File: config.mk
export PLATFORM = sky130hd
export DESIGN_NAME = ovp_two_stage
export DESIGN_NICKNAME = d
export VERILOG_FILES = /design/src/rtl/ovp_pkg.sv /design/src/rtl/ovp_cfg_regs.sv /design/src/rtl/ovp_pickup.sv /design/src/rtl/ovp_delay_timer.sv /design/src/rtl/ovp_stage.sv /design/src/rtl/ovp_two_stage.sv
export SDC_FILE = /design/constraint.sdc
export NUM_CORES = 1
export LEC_CHECK = 0
export BUFFER_PORTS_ARGS = -buffer_cell sky130_fd_sc_hd__clkbuf_2
export CAP_MARGIN = 10
export CORE_MARGIN = 8
export CORE_UTILIZATION = 50
export DETAILED_ROUTE_END_ITERATION = 8
export GPL_TIMING_DRIVEN = 0
export PLACE_DENSITY = 0.81
export REMOVE_ABC_BUFFERS = 1
export SYNTH_ARGS = -nofsm -noshare
export SYNTH_HDL_FRONTEND = slang
export SYNTH_SLANG_ARGS = --single-unit
File: constraint.sdc
create_clock -name clk -period 4.85 [get_ports clk]
set_input_delay 0.2425 -clock clk [delete_from_list [all_inputs] [get_ports clk]]
set_output_delay 0.2425 -clock clk [all_outputs]
set_load 0.02 [all_outputs]
File: src/rtl/ovp_pkg.sv
package ovp_pkg;
   localparam int unsigned OVP_NSTAGE = 2;
   localparam int unsigned OVP_LO     = 0;
   localparam int unsigned OVP_HI     = 1;

   typedef struct packed {
      logic user;
      logic vfail;
      logic vt_mcb;
      logic pole_dead;
   } ovp_blk_t;

   function automatic logic ovp_any_block(ovp_blk_t b);
      return |b;
   endfunction
endpackage

File: src/rtl/ovp_cfg_regs.sv
module ovp_cfg_regs #(
   parameter int unsigned VW = 16,
   parameter int unsigned RW = 8,
   parameter int unsigned DW = 16
) (
   input  logic          clk,
   input  logic          rst_n,
   input  logic          load,
   input  logic [VW-1:0] thr_in,
   input  logic [RW-1:0] ratio_in,
   input  logic [DW-1:0] dly_in,
   output logic [VW-1:0] thr_q,
   output logic [VW-1:0] drop_q,
   output logic [DW-1:0] dly_q
);
   localparam int unsigned PW = VW + RW;

   logic [PW-1:0] prod;

   // drop-off level is computed once at capture, not per sample
   assign prod = PW'(thr_in) * PW'(ratio_in);

   always_ff @(posedge clk) begin
      if (!rst_n || load) begin
         thr_q  <= thr_in;
         drop_q <= prod[PW-1:RW];
         dly_q  <= dly_in;
      end
   end


   drop_below_thr_chk: assert property (@(posedge clk) disable iff (!rst_n)
      $past(load) |-> (drop_q <= thr_q));
endmodule

File: src/rtl/ovp_pickup.sv
module ovp_pickup #(
   parameter int unsigned VW          = 16,
   parameter int unsigned RESTRAINT_N = 3
) (
   input  logic          clk,
   input  logic          rst_n,
   input  logic          blocked,
   input  logic          vld,
   input  logic [VW-1:0] mag,
   input  logic [VW-1:0] thr,
   input  logic [VW-1:0] drop,
   input  logic          rstr_en,
   output logic          pu_q,
   output logic          pu_nxt
);
   logic above;
   logic below;

   assign above = mag > thr;
   assign below = mag < drop;

   generate
      if (RESTRAINT_N > 1) begin : g_rstr
         localparam int unsigned CW = $clog2(RESTRAINT_N);
         localparam logic [CW-1:0] LAST = CW'(RESTRAINT_N - 1);

         logic [CW-1:0] cnt_q;
         logic [CW-1:0] cnt_nxt;

         always_comb begin
            pu_nxt  = pu_q;
            cnt_nxt = cnt_q;
            if (blocked) begin
               pu_nxt  = 1'b0;
               cnt_nxt = '0;
            end else if (vld) begin
               if (pu_q) begin
                  cnt_nxt = '0;
                  if (below) pu_nxt = 1'b0;
               end else if (above) begin
                  if (!rstr_en || cnt_q == LAST) begin
                     pu_nxt  = 1'b1;
                     cnt_nxt = '0;
                  end else begin
                     cnt_nxt = cnt_q + 1'b1;
                  end
               end else begin
                  cnt_nxt = '0;
               end
            end
         end

         always_ff @(posedge clk) begin
            if (!rst_n) begin
               pu_q  <= 1'b0;
               cnt_q <= '0;
            end else begin
               pu_q  <= pu_nxt;
               cnt_q <= cnt_nxt;
            end
         end


         no_overflow_chk: assert property (@(posedge clk) disable iff (!rst_n)
            cnt_q <= LAST);


         rstr_cleared_chk: assert property (@(posedge clk) disable iff (!rst_n)
            blocked |=> (cnt_q == '0));
      end else begin : g_direct
         always_comb begin
            pu_nxt = pu_q;
            if (blocked)                  pu_nxt = 1'b0;
            else if (vld && pu_q && below) pu_nxt = 1'b0;
            else if (vld && !pu_q && above) pu_nxt = 1'b1;
         end

         always_ff @(posedge clk) begin
            if (!rst_n) pu_q <= 1'b0;
            else        pu_q <= pu_nxt;
         end
      end
   endgenerate


   pu_rise_cause_chk: assert property (@(posedge clk) disable iff (!rst_n)
      $rose(pu_q) |-> $past(vld && !blocked && (mag > thr)));


   pu_fall_cause_chk: assert property (@(posedge clk) disable iff (!rst_n)
      $fell(pu_q) |-> ($past(blocked) || $past(vld && (mag < drop))));


   idle_hold_chk: assert property (@(posedge clk) disable iff (!rst_n)
      (!vld && !blocked) |=> $stable(pu_q));
endmodule

File: src/rtl/ovp_delay_timer.sv
module ovp_delay_timer #(
   parameter int unsigned DW = 16
) (
   input  logic          clk,
   input  logic          rst_n,
   input  logic          pu_q,
   input  logic          pu_nxt,
   input  logic [DW-1:0] dly,
   output logic          trip_q
);
   logic [DW-1:0] tmr_q;

   // uses the next pickup state so the trip falls on the same edge
   always_ff @(posedge clk) begin
      if (!rst_n || !pu_nxt) begin
         tmr_q  <= '0;
         trip_q <= 1'b0;
      end else if (pu_q && !trip_q) begin
         if (tmr_q >= dly) trip_q <= 1'b1;
         else              tmr_q  <= tmr_q + 1'b1;
      end
   end


   trip_rise_chk: assert property (@(posedge clk) disable iff (!rst_n)
      $rose(trip_q) |-> ($past(pu_q) && ($past(tmr_q) >= $past(dly))));


   trip_needs_pu_chk: assert property (@(posedge clk) disable iff (!rst_n)
      trip_q |-> pu_q);
endmodule

File: src/rtl/ovp_stage.sv
module ovp_stage #(
   parameter int unsigned VW          = 16,
   parameter int unsigned DW          = 16,
   parameter int unsigned RESTRAINT_N = 3
) (
   input  logic          clk,
   input  logic          rst_n,
   input  logic          blocked,
   input  logic          vld,
   input  logic [VW-1:0] mag,
   input  logic [VW-1:0] thr,
   input  logic [VW-1:0] drop,
   input  logic [DW-1:0] dly,
   input  logic          rstr_en,
   output logic          pickup,
   output logic          trip
);
   logic pu_q;
   logic pu_nxt;

   ovp_pickup #(.VW(VW), .RESTRAINT_N(RESTRAINT_N)) u_pu (
      .clk     (clk),
      .rst_n   (rst_n),
      .blocked (blocked),
      .vld     (vld),
      .mag     (mag),
      .thr     (thr),
      .drop    (drop),
      .rstr_en (rstr_en),
      .pu_q    (pu_q),
      .pu_nxt  (pu_nxt)
   );

   ovp_delay_timer #(.DW(DW)) u_tmr (
      .clk    (clk),
      .rst_n  (rst_n),
      .pu_q   (pu_q),
      .pu_nxt (pu_nxt),
      .dly    (dly),
      .trip_q (trip)
   );

   assign pickup = pu_q;


   block_clears_chk: assert property (@(posedge clk) disable iff (!rst_n)
      blocked |=> (!pickup && !trip));
endmodule

File: src/rtl/ovp_two_stage.sv
module ovp_two_stage #(
   parameter int unsigned VW          = 16,
   parameter int unsigned RW          = 8,
   parameter int unsigned DW          = 16,
   parameter int unsigned RESTRAINT_N = 3
) (
   input  logic          clk,
   input  logic          rst_n,
   input  logic          cfg_load,
   input  logic [VW-1:0] cfg_lo_thr,
   input  logic [RW-1:0] cfg_lo_ratio,
   input  logic [DW-1:0] cfg_lo_delay,
   input  logic [VW-1:0] cfg_hi_thr,
   input  logic [RW-1:0] cfg_hi_ratio,
   input  logic [DW-1:0] cfg_hi_delay,
   input  logic          cfg_restraint_en,
   input  logic          smp_vld,
   input  logic [VW-1:0] smp_mag,
   input  logic          blk_user,
   input  logic          blk_vfail,
   input  logic          blk_vt_mcb,
   input  logic          blk_pole_dead,
   output logic          lo_pickup,
   output logic          lo_trip,
   output logic          hi_pickup,
   output logic          hi_trip
);
   import ovp_pkg::*;

   generate
      if (VW < 2) begin : g_bad_vw
         $error("VW must be at least 2");
      end
      if (RW < 1) begin : g_bad_rw
         $error("RW must be at least 1");
      end
      if (DW < 1) begin : g_bad_dw
         $error("DW must be at least 1");
      end
      if (RESTRAINT_N < 1) begin : g_bad_rn
         $error("RESTRAINT_N must be at least 1");
      end
   endgenerate

   logic [VW-1:0] thr_in   [OVP_NSTAGE];
   logic [RW-1:0] ratio_in [OVP_NSTAGE];
   logic [DW-1:0] dly_in   [OVP_NSTAGE];
   logic [VW-1:0] thr_q    [OVP_NSTAGE];
   logic [VW-1:0] drop_q   [OVP_NSTAGE];
   logic [DW-1:0] dly_q    [OVP_NSTAGE];
   logic          pu       [OVP_NSTAGE];
   logic          tr       [OVP_NSTAGE];
   logic          rstr_en_q;
   ovp_blk_t      blk;
   logic          blocked;

   assign thr_in[OVP_LO]   = cfg_lo_thr;
   assign ratio_in[OVP_LO] = cfg_lo_ratio;
   assign dly_in[OVP_LO]   = cfg_lo_delay;
   assign thr_in[OVP_HI]   = cfg_hi_thr;
   assign ratio_in[OVP_HI] = cfg_hi_ratio;
   assign dly_in[OVP_HI]   = cfg_hi_delay;

   assign blk = '{user: blk_user, vfail: blk_vfail,
                  vt_mcb: blk_vt_mcb, pole_dead: blk_pole_dead};
   assign blocked = ovp_any_block(blk);

   always_ff @(posedge clk) begin
      if (!rst_n || cfg_load) rstr_en_q <= cfg_restraint_en;
   end

   generate
      for (genvar s = 0; s < OVP_NSTAGE; s++) begin : g_stage
         ovp_cfg_regs #(.VW(VW), .RW(RW), .DW(DW)) u_cfg (
            .clk      (clk),
            .rst_n    (rst_n),
            .load     (cfg_load),
            .thr_in   (thr_in[s]),
            .ratio_in (ratio_in[s]),
            .dly_in   (dly_in[s]),
            .thr_q    (thr_q[s]),
            .drop_q   (drop_q[s]),
            .dly_q    (dly_q[s])
         );

         ovp_stage #(.VW(VW), .DW(DW), .RESTRAINT_N(RESTRAINT_N)) u_stg (
            .clk     (clk),
            .rst_n   (rst_n),
            .blocked (blocked),
            .vld     (smp_vld),
            .mag     (smp_mag),
            .thr     (thr_q[s]),
            .drop    (drop_q[s]),
            .dly     (dly_q[s]),
            .rstr_en (rstr_en_q),
            .pickup  (pu[s]),
            .trip    (tr[s])
         );
      end
   endgenerate

   assign lo_pickup = pu[OVP_LO];
   assign lo_trip   = tr[OVP_LO];
   assign hi_pickup = pu[OVP_HI];
   assign hi_trip   = tr[OVP_HI];


   reset_quiet_chk: assert property (@(posedge clk)
      !rst_n |=> (!lo_pickup && !lo_trip && !hi_pickup && !hi_trip));


   cfg_hold_chk: assert property (@(posedge clk) disable iff (!rst_n)
      !cfg_load |=> $stable(rstr_en_q));
endmodule

==> results of run 1 <==
-- metal layers --
layer	routed length, µm	up-vias
met5	0	-
li1	-	5096
met1	13760	5442
met4	541	0
met2	16750	236
met3	1587	51
-- cells in the final DEF (no fill, tap or decap), drive strengths merged, types with 31 or more instances in the layout --
cell	count
a21o	31
a21oi	49
and2	201
clkbuf	128
dfxtp	40
edfxtp	97
fa	166
ha	180
inv	308
nand2	74
nor2	44
xnor2	37
-- final cells by class --
class | count | share of cell area [%]
Sequential cell | 137 | 22.42
Clock inverter | 12 | 0.7404
Clock buffer | 20 | 2.826
Tap cell | 390 | 2.947
Timing Repair Buffer | 131 | 4.850
Multi-Input combinational cell | 1023 | 59.17
Antenna cell | 4 | 0.06044
Inverter | 308 | 6.981
-- state kept, by name, summed over array words and instances, names as in the netlist --
name and cells:
g_stage.u_cfg.drop_q 32, g_stage.u_stg.u_pu.g_rstr.cnt_q 4, rstr_en_q 1, g_stage.u_stg.u_pu.pu_q 2, g_stage.u_stg.u_tmr.tmr_q 32, g_stage.u_cfg.thr_q 32, g_stage.u_cfg.dly_q 32, g_stage.u_stg.u_tmr.trip_q 2
-- worst max-delay path by stage --
stage               startpoint                           to  depth (start not counted)
6_report         cfg_hi_thr[3]  g_stage[1].u_cfg.drop_q[15]                         17
3_3_place_gp   cfg_hi_ratio[7]  g_stage[1].u_cfg.drop_q[15]                         17
2_1_floorplan    cfg_hi_thr[5]  g_stage[1].u_cfg.drop_q[15]                         16
5_1_grt        cfg_hi_ratio[7]  g_stage[1].u_cfg.drop_q[15]                         17
4_1_cts        cfg_hi_ratio[2]  g_stage[1].u_cfg.drop_q[15]                         17
3_5_place_dp   cfg_hi_ratio[6]  g_stage[1].u_cfg.drop_q[15]                         17
-- what timing repair did --
item	4_1_cts	5_1_grt
setup endpoints to repair	1	4
pin swaps	0	2
hold buffers	21	1
gates resized for setup	4	10
buffers inserted	0	0
hold endpoints to repair	21	1
-- logic make-up after synthesis --
kind of cell,count (synthesis),share of synthesized area (%)
multiplexers,1,0.06799
flip-flops,137,25.22
AO/OA/AOI/OAI,167,7.734
XOR/XNOR,60,3.569
AND/OR/NAND/NOR,449,17.01
buffers and inverters,334,8.532
adder cells (fa/ha/maj),346,37.87
-- where the power goes --
part / total (W) / switching [W] / internal, W
logic: 0.00342 / 0.00188 / 0.00153
registers: 0.00167 / 0.0000502 / 0.00162
clock network: 0.00129 / 0.000493 / 0.000795
-- stage by stage --
step	TNS, ns	instance area, µm²	cells	hold slack (ns)	setup slack, ns
floorplan	0	14620	1468	0.3414	0.1617
global placement	-1.216	15650	1966	0.4211	-0.4217
detailed placement	-1.620	15690	1967	0.4217	-0.4824
CTS	0	16500	2020	0.0003843	0.01148
global route	0	16550	2022	0.000007411	0.003290
finish	0	16560	2025	0.005337	0.2201
==> qor.txt, run 1 <==
Max cap viols: 0
Synth cell count leaders: inv_1, and2_1, ha_1
Required time of the worst setup path: 5.02 ns
Final hold violations: 0
FF-to-FF setup slack: 1.89 ns
Clock sink count: 137
Initial antenna violation count: 2
CTS max path bufs: 2
Clock buffer count from CTS: 17
CP bufs+invs: 3
Pwr dens: 384.7 mW/mm²
Hold Startpoint: cfg_lo_delay[1]
RSZ-0062 raised after global routing: no
Die Wd: 187.6 µm
DIE HEIGHT: 187.6 µm
DR vias/cell: 5.346
Dpl hpwl: 25110 µm
Core area: 0.02932 mm²
Cell taking the most area after synthesis: fa_1
Final setup viols: 0
Area delta synth->final: 12.48%
Hold Path Stages: 1
Reg2reg end: g_stage[1].u_stg.u_tmr.tmr_q[13]
ANT nets after route: 0
Hold Path Class: in -> reg
Initial core utilization: 50.21%
Fin crit share: 95.46%
Most utilized layer in the global route result: met2
Clock period minus worst slack: 4.630 ns
DRC: 0
Total grt overflow: 0
Avg Cell Area, Syn: 9.855 µm²
CP dominant cell by count: fa_1
Ports: 109
Cells along the critical path: clkbuf_2 -> and2_1 -> fa_1 -> fa_1 -> fa_1 -> inv_1 -> fa_1 -> inv_1 -> ha_1 -> a21oi_1 -> o21ai_2 -> a22o_1 -> a21o_1 -> a311o_1 -> or3_1 -> a31oi_2 -> xnor2_1
GP Congestion: 0.8341
Number of DRC markers in iteration 0: 775
Critical Path AT: 4.80 ns
Clock transition at path regs: 0.06 ns
Slowest-stage cell, CP: fa_1
Synth Register Bits: 137
GRT met3 Usage: 3.845%
PortBufs: 108
Clk_lat worst skew: 0.42 ns
CTS tree: built
Setup CP Type: in -> reg
Sequential share of the synthesized area: 25.22%
CP startpoint kind: input port
Met2 Use GR: 34.35%
Most used DFF post-synth: edfxtp_1
Register area: 0.003714 mm²
Hold Path End: g_stage[0].u_cfg.dly_q[1]
Post-Syn Area: 0.01472 mm²
Yosys warning total: 0
Pins over their slew limit: 0
Clk_skew: 0.008425 ns
H-tree depth: 4
Critical Path Fanout Max: 9
Distinct cells, synth: 56
Number of synthesized flops with an enable pin: 97
Drt pass-1 iters: 5
Vias in the first global route: 11600
Max Clk Rate: 216.0 MHz
Die Area: 0.03519 mm²
Post-synth top area share: 22.57%
Register-to-Register Path Depth: 10
Kind of cell adding the most delay to the critical path: adder cells
Post-Syn Instances: 1494
Worst slew margin: 30.70%
Area of the multi-input gates: 0.009799 mm²
R2R Path Start: g_stage[1].u_cfg.drop_q[5]
Outcome: complete, no violations
# nets final: 2069
Post-DR wirelength/cell: 16.12 µm
Ratio of cells with drive above 1 in the final layout: 9.442%
Via count: 10830
FP Rows: 63
WL final: 32640 µm
Slew @ Worst Pin: 1.036 ns
Count leader, synth: inv_1
Met1 global-route usage: 22.18%
Top cells by area, synth: fa_1, edfxtp_1, ha_1, and2_1, inv_1
Worst path max stage delay: 0.55 ns
Maximum VDD drop: 227.6 µV
FILL cells: 2464
Root Buffer: clkbuf_16
Static leakage: 8.074 nW
All-Layer GR Usage: 18.81%
First-pass GRT wire length: 54660 µm
Post-synth ARST share: 0%
Largest net degree at the start of global routing: 74
Total power: 0.006371 W
Critical Path Sink Type: flop
Final core utilization: 56.48%
No activity file was read; power rests on OpenSTA's default activity.
==> run 2, diff against run 1 <==
--- a/config.mk
+++ b/config.mk
@@ -7,11 +7,13 @@
 export LEC_CHECK = 0
 export BUFFER_PORTS_ARGS = -buffer_cell sky130_fd_sc_hd__clkbuf_2
 export CAP_MARGIN = 10
+export CELL_PAD_IN_SITES_DETAIL_PLACEMENT = 1
+export CELL_PAD_IN_SITES_GLOBAL_PLACEMENT = 1
 export CORE_MARGIN = 8
-export CORE_UTILIZATION = 50
+export CORE_UTILIZATION = 44
 export DETAILED_ROUTE_END_ITERATION = 8
 export GPL_TIMING_DRIVEN = 0
-export PLACE_DENSITY = 0.81
+export PLACE_DENSITY = 0.88
 export REMOVE_ABC_BUFFERS = 1
 export SYNTH_ARGS = -nofsm -noshare
 export SYNTH_HDL_FRONTEND = slang
==> run 2 against run 1 <==
  * Die area is 12% higher
  * Wire length is 29% higher
  * Power is 9.2% higher
  * Critical path type unchanged
==> qor.txt, run 2 (synthesis results as in run 1) <==
Outcome: complete, no violations
GP Congestion: 0.7948 (-4.7%)
Worst Setup SP: cfg_hi_thr[5]
CTS max path bufs: 2 (unchanged)
Initial antenna violation count: 6 (+4)
DR WL met2: 22340 µm (+33%)
Length of routed wiring on met1: 16330 µm (+19%)
CTS tree: built
DIE HEIGHT: 198.9 µm (+6.0%)
Required time of the worst setup path: 5.02 ns (about the same)
All-Layer GR Usage: 21.58% (+2.8 points)
Initial core utilization: 44.24% (-6.0 points)
Critical Path Sink Type: flop
H-tree depth: 4 (unchanged)
DRC: 0 (unchanged)
PortBufs: 108 (unchanged)
WL final: 42070 µm (+29%)
Vias in the first global route: 13220 (+14%)
Dpl hpwl: 31070 µm (+24%)
Hold Startpoint: cfg_lo_delay[4]
Highest routed layer: met5
FF-to-FF setup slack: 1.74 ns (-0.15 ns)
ANT nets after route: 0 (unchanged)
Static leakage: 8.147 nW (+0.90%)
Via count: 11230 (+3.7%)
Die Wd: 198.9 µm (+6.0%)
Clk_lat worst skew: 0.44 ns (+0.02 ns)
Slowest-stage cell, CP: fa_1
Register-to-Register Path Depth: 10 (unchanged)
Ports: 109 (unchanged)
Clock period minus worst slack: 4.768 ns (+0.1378 ns)
Hold Path Class: in -> reg
Clk_skew: 0.01039 ns (+0.001964 ns)
Pins over their slew limit: 0 (unchanged)
Critical Path AT: 4.94 ns (+0.14 ns)
Core area: 0.03328 mm² (+13%)
Die Area: 0.03957 mm² (+12%)
Ratio of cells with drive above 1 in the final layout: 9.982% (+0.54 points)
Hold Path End: g_stage[0].u_cfg.dly_q[4]
Pwr dens: 413.0 mW/mm² (+7.4%)
Maximum VDD drop: 250.5 µV (+10%)
Fin cells: 2092 (+3.3%)
Fin crit share: 98.30% (+2.8 points)
Max Clk Rate: 209.7 MHz (-2.9%)
Drt pass-1 iters: 5 (unchanged)
Commonest non-fill, non-tap cells in the layout: inv_1, and2_1, ha_1
Root Buffer: clkbuf_16
First-pass GRT wire length: 66940 µm (+22%)
Critical Path Fanout Max: 9 (unchanged)
Max cap viols: 0 (unchanged)
Inst Count DP: 2026 (+3.0%)
Clock buffer count from CTS: 17 (unchanged)
DR vias/cell: 5.366 (+0.38%)
Clock transition at path regs: 0.06 ns (about the same)
Worst slew margin: 23.75% (-7.0 points)
Slew @ Worst Pin: 1.140 ns (+0.1040 ns)
Post-DR wirelength/cell: 20.11 µm (+25%)
FP Rows: 67 (+6.3%)
Clock sink count: 137 (unchanged)
Commonest non-fill, non-tap cell in the layout: inv_1
Largest net degree at the start of global routing: 67 (-9.5%)
Number of DRC markers in iteration 0: 613 (-21%)
Hold Path Stages: 1 (unchanged)
Worst path max stage delay: 0.57 ns (+0.02 ns)
Final setup viols: 0 (unchanged)
Final hold violations: 0 (unchanged)
Met3 routed WL: 1925 µm (+21%)
Reg2reg end: g_stage[1].u_stg.u_tmr.tmr_q[0]
# nets final: 2081 (+0.58%)
CP startpoint kind: input port
Setup CP Type: in -> reg
CP dominant cell by count: fa_1
R2R Path Start: g_stage[1].u_cfg.drop_q[5]
Cells along the critical path: clkbuf_2 -> and2_1 -> fa_1 -> fa_1 -> fa_1 -> inv_1 -> fa_1 -> inv_1 -> ha_2 -> a21oi_2 -> o21ai_2 -> a22o_1 -> a21o_1 -> a311o_1 -> or3_4 -> a31oi_4 -> xnor2_2
Final hold slack: 0.02744 ns (+0.02211 ns)
Area delta synth->final: 14.37%
Total grt overflow: 0 (unchanged)
[run 2: layer usage]
layer,global-route usage [%],vias up
met4,8.839,10
li1,-,5117
met3,4.500,113
met1,23.39,5720
met5,0,-
met2,40.31,266
[run 2: worst max path at each step]
stage	cells past startpoint	end	slack, ns
2_1_floorplan	16	g_stage[1].u_cfg.drop_q[15]	0.16
5_1_grt	16	g_stage[0].u_cfg.drop_q[9]	-0.04
3_3_place_gp	17	g_stage[1].u_cfg.drop_q[15]	-0.46
3_5_place_dp	17	g_stage[1].u_cfg.drop_q[15]	-0.65
4_1_cts	17	g_stage[1].u_cfg.drop_q[15]	0.001
6_report	17	g_stage[1].u_cfg.drop_q[15]	0.08
[run 2: what timing repair did]
item | in CTS | in global routing
hold endpoints to repair | 32 | 0
setup buffers | 0 | 1
pin swaps | 1 | 9
hold buffers | 32 | 0
gates resized for setup | 10 | 33
endpoints found under the setup margin | 3 | 6
[run 2: cell type report]
class / instances / area, µm²
sequential: 137 / 3714
timing repair buffer: 143 / 937.1
multi-input combinational: 1023 / 9869
inverter: 308 / 1156
clock buffer: 22 / 485.5
fill: 3725 / 16440
antenna: 1 / 2.502
clock inverter: 10 / 113.9
tap: 448 / 560.5
[run 2: metrics by stage]
stage	power [W]	worst slack (ns)	instance area [µm²]	TNS [ns]	util, %
finish	0.006954	0.08226	16840	0	50.60
global route	0.007478	-0.03751	16840	-0.06236	50.60
CTS	0.006770	0.001383	16710	0	50.22
detailed placement	0.005253	-0.6486	15760	-3.905	47.37
global placement	0.004905	-0.4616	15720	-1.574	47.25
floorplan	0.004281	0.1617	14620	0	-
[run 2: critical path, delay by kind of cell]
kind                       cells  cell delay, ns
AOI/OAI and AO/OA              6            1.24
xor gates and xnor gates       1            0.10
adders and majority gates      5            2.46
buffers and inverters          3            0.31
and+or+nand+nor                2            0.59
[run 2: report_power, final]
part / internal, W / switching, W / total (W)
registers: 0.00162 / 0.0000721 / 0.00169
clock network: 0.000814 / 0.000524 / 0.00134
logic: 0.00166 / 0.00227 / 0.00392
total: 0.00409 / 0.00286 / 0.00695
==> run 3, diff against run 2 <==
--- a/config.mk
+++ b/config.mk
@@ -13,6 +13,7 @@
 export CORE_UTILIZATION = 44
 export DETAILED_ROUTE_END_ITERATION = 8
 export GPL_TIMING_DRIVEN = 0
+export MAX_ROUTING_LAYER = met4
 export PLACE_DENSITY = 0.88
 export REMOVE_ABC_BUFFERS = 1
 export SYNTH_ARGS = -nofsm -noshare
==> run 3 against run 2 <==
  * Register-to-register slack is essentially flat
  * Fmax grew 0.55%
  * Power is essentially flat
  * Via count grew 0.39%
  * Largest power group unchanged
==> qor.txt, run 3 (synthesis results as in run 1) <==
Outcome: complete, no violations
Clock sink count: 137 (unchanged)
Pins over their slew limit: 0 (unchanged)
Total grt overflow: 0 (unchanged)
Clock buffer count from CTS: 17 (unchanged)
Area delta synth->final: 14.47% (about the same)
Clk_skew: 0.01191 ns (+0.001517 ns)
Commonest non-fill, non-tap cell in the layout: inv_1
Setup CP Type: in -> reg
GP Congestion: 0.8060 (+1.4%)
H-tree depth: 4 (unchanged)
CP startpoint kind: input port
DIE HEIGHT: 198.9 µm (unchanged)
Pwr dens: 412.6 mW/mm² (about the same)
FP Rows: 67 (unchanged)
Post-DR wirelength/cell: 20.05 µm (-0.29%)
Dpl hpwl: 31070 µm (unchanged)
Clock transition at path regs: 0.06 ns (about the same)
Commonest non-fill, non-tap cells in the layout: inv_1, and2_1, ha_1
DR vias/cell: 5.372 (+0.10%)
Via count: 11270 (+0.39%)
DRC: 0 (unchanged)
Largest net degree at the start of global routing: 67 (unchanged)
ANT nets after route: 0 (unchanged)
First-pass GRT wire length: 66940 µm (about the same)
Ports: 109 (unchanged)
All-Layer GR Usage: 22.21% (+0.63 points)
Fin crit share: 97.77% (-0.54 points)
Drt pass-1 iters: 4 (-1)
Clk_lat worst skew: 0.44 ns (about the same)
Clock period minus worst slack: 4.742 ns (-0.02613 ns)
Length of routed wiring on met1: 16360 µm (+0.17%)
DR WL met2: 22560 µm (+0.99%)
Static leakage: 8.147 nW (about the same)
Core area: 0.03328 mm² (unchanged)
Ratio of cells with drive above 1 in the final layout: 9.982% (unchanged)
Vias in the first global route: 13210 (-0.068%)
Final setup viols: 0 (unchanged)
Maximum VDD drop: 245.6 µV (-1.9%)
Register area: 0.003714 mm² (unchanged)
Required time of the worst setup path: 5.02 ns (about the same)
Design area: 0.01685 mm² (about the same)
Final hold violations: 0 (unchanged)
Dpl cell area: 0.01576 mm² (unchanged)
Root Buffer: clkbuf_16
Max cap viols: 0 (unchanged)
Dpl ws: -0.6486 ns (unchanged)
Worst slew margin: 25.80% (+2.1 points)
Met3 routed WL: 1871 µm (-2.8%)
Max Clk Rate: 210.9 MHz (+0.55%)
Critical Path Fanout Max: 9 (unchanged)
Critical Path AT: 4.91 ns (-0.03 ns)
# nets final: 2081 (unchanged)
CTS tree: built
Area of the multi-input gates: 0.009869 mm² (unchanged)
PortBufs: 108 (unchanged)
Initial antenna violation count: 6 (unchanged)
WL final: 42060 µm (about the same)
FILL cells: 3719 (-0.16%)
Number of DRC markers in iteration 0: 502 (-18%)
Worst Slack Setup Final: 0.1084 ns (+0.02613 ns)
Die Area: 0.03957 mm² (unchanged)
Critical Path Sink Type: flop
Die Wd: 198.9 µm (unchanged)
Slew @ Worst Pin: 1.110 ns (-0.03067 ns)
Initial core utilization: 44.24% (unchanged)
Highest routed layer: met4
Hold Path Class: in -> reg
CTS max path bufs: 2 (unchanged)
## run 3: cell count changes in the layout (fill, tap and decap cells not counted)
cell / delta
diode_2: +6
## run 3: stage by stage
step                      cells   TNS, ns  util [%]  total power (W)  hold slack, ns
after floorplan            1468         0         -         0.004281          0.3414
after global placement     2024    -1.574     47.25         0.004905          0.4211
after detailed placement   2026    -3.905     47.37         0.005253          0.4214
after CTS                  2090         0     50.22         0.006770        0.006749
after global routing       2097  -0.07556     50.63         0.007477        0.004709
final                      2098         0     50.64         0.006953         0.03443
## run 3: repair_timing
action | 4_1_cts | 5_1_grt
setup endpoints to repair | 3 | 6
pin swaps | 1 | 9
hold buffers | 32 | 0
resized for setup | 10 | 33
buffers inserted | 0 | 1
endpoints found under the hold margin | 32 | 0
## run 3: per-layer routing
layer / global-route usage, % / vias to the layer above
li1: - / 5129
met1: 23.39 / 5782
met2: 40.32 / 257
met3: 4.500 / 102
met4: 8.839 / 0
met5: - / -
## run 3: area by class of cell
type                       count  area share (%)
antenna                        7          0.1039
clock buffer                  22           2.880
clock inverter                10          0.6756
inverter                     308           6.860
multi-input combinational   1023           58.56
sequential                   137           22.03
tap                          448           3.326
timing repair buffer         143           5.560
## run 3: path summary, 6_finish.rpt
path / end / cells past startpoint / from / slack (ns)
setup / recovery: g_stage[1].u_cfg.drop_q[15] / 17 / cfg_hi_thr[5] / 0.11
hold / removal: g_stage[0].u_cfg.dly_q[4] / 1 / cfg_lo_delay[4] / 0.03
hold reg to reg: g_stage[1].u_stg.u_pu.g_rstr.cnt_q[1] / 2 / g_stage[1].u_stg.u_pu.g_rstr.cnt_q[1] / 0.48
setup reg to reg: g_stage[1].u_stg.u_tmr.tmr_q[0] / 10 / g_stage[1].u_cfg.thr_q[1] / 1.75
## run 3: critical path, stage by stage
cell      delay [ns]
clkbuf_2        0.18
and2_1          0.22
fa_1            0.51
fa_1            0.52
fa_1            0.57
inv_1           0.06
fa_1            0.53
inv_1           0.06
ha_2            0.32
a21oi_2         0.15
o21ai_2         0.10
a22o_1          0.22
a21o_1          0.22
a311o_1         0.38
or3_4           0.36
a31oi_4         0.17
xnor2_2         0.10
## run 3: where the power goes
group	leakage (nW)	switching, W	internal (W)
combinational	6.55	0.00227	0.00165
sequential	1.31	0.0000724	0.00162
clock	0.286	0.000526	0.000814
total	8.15	0.00286	0.00409
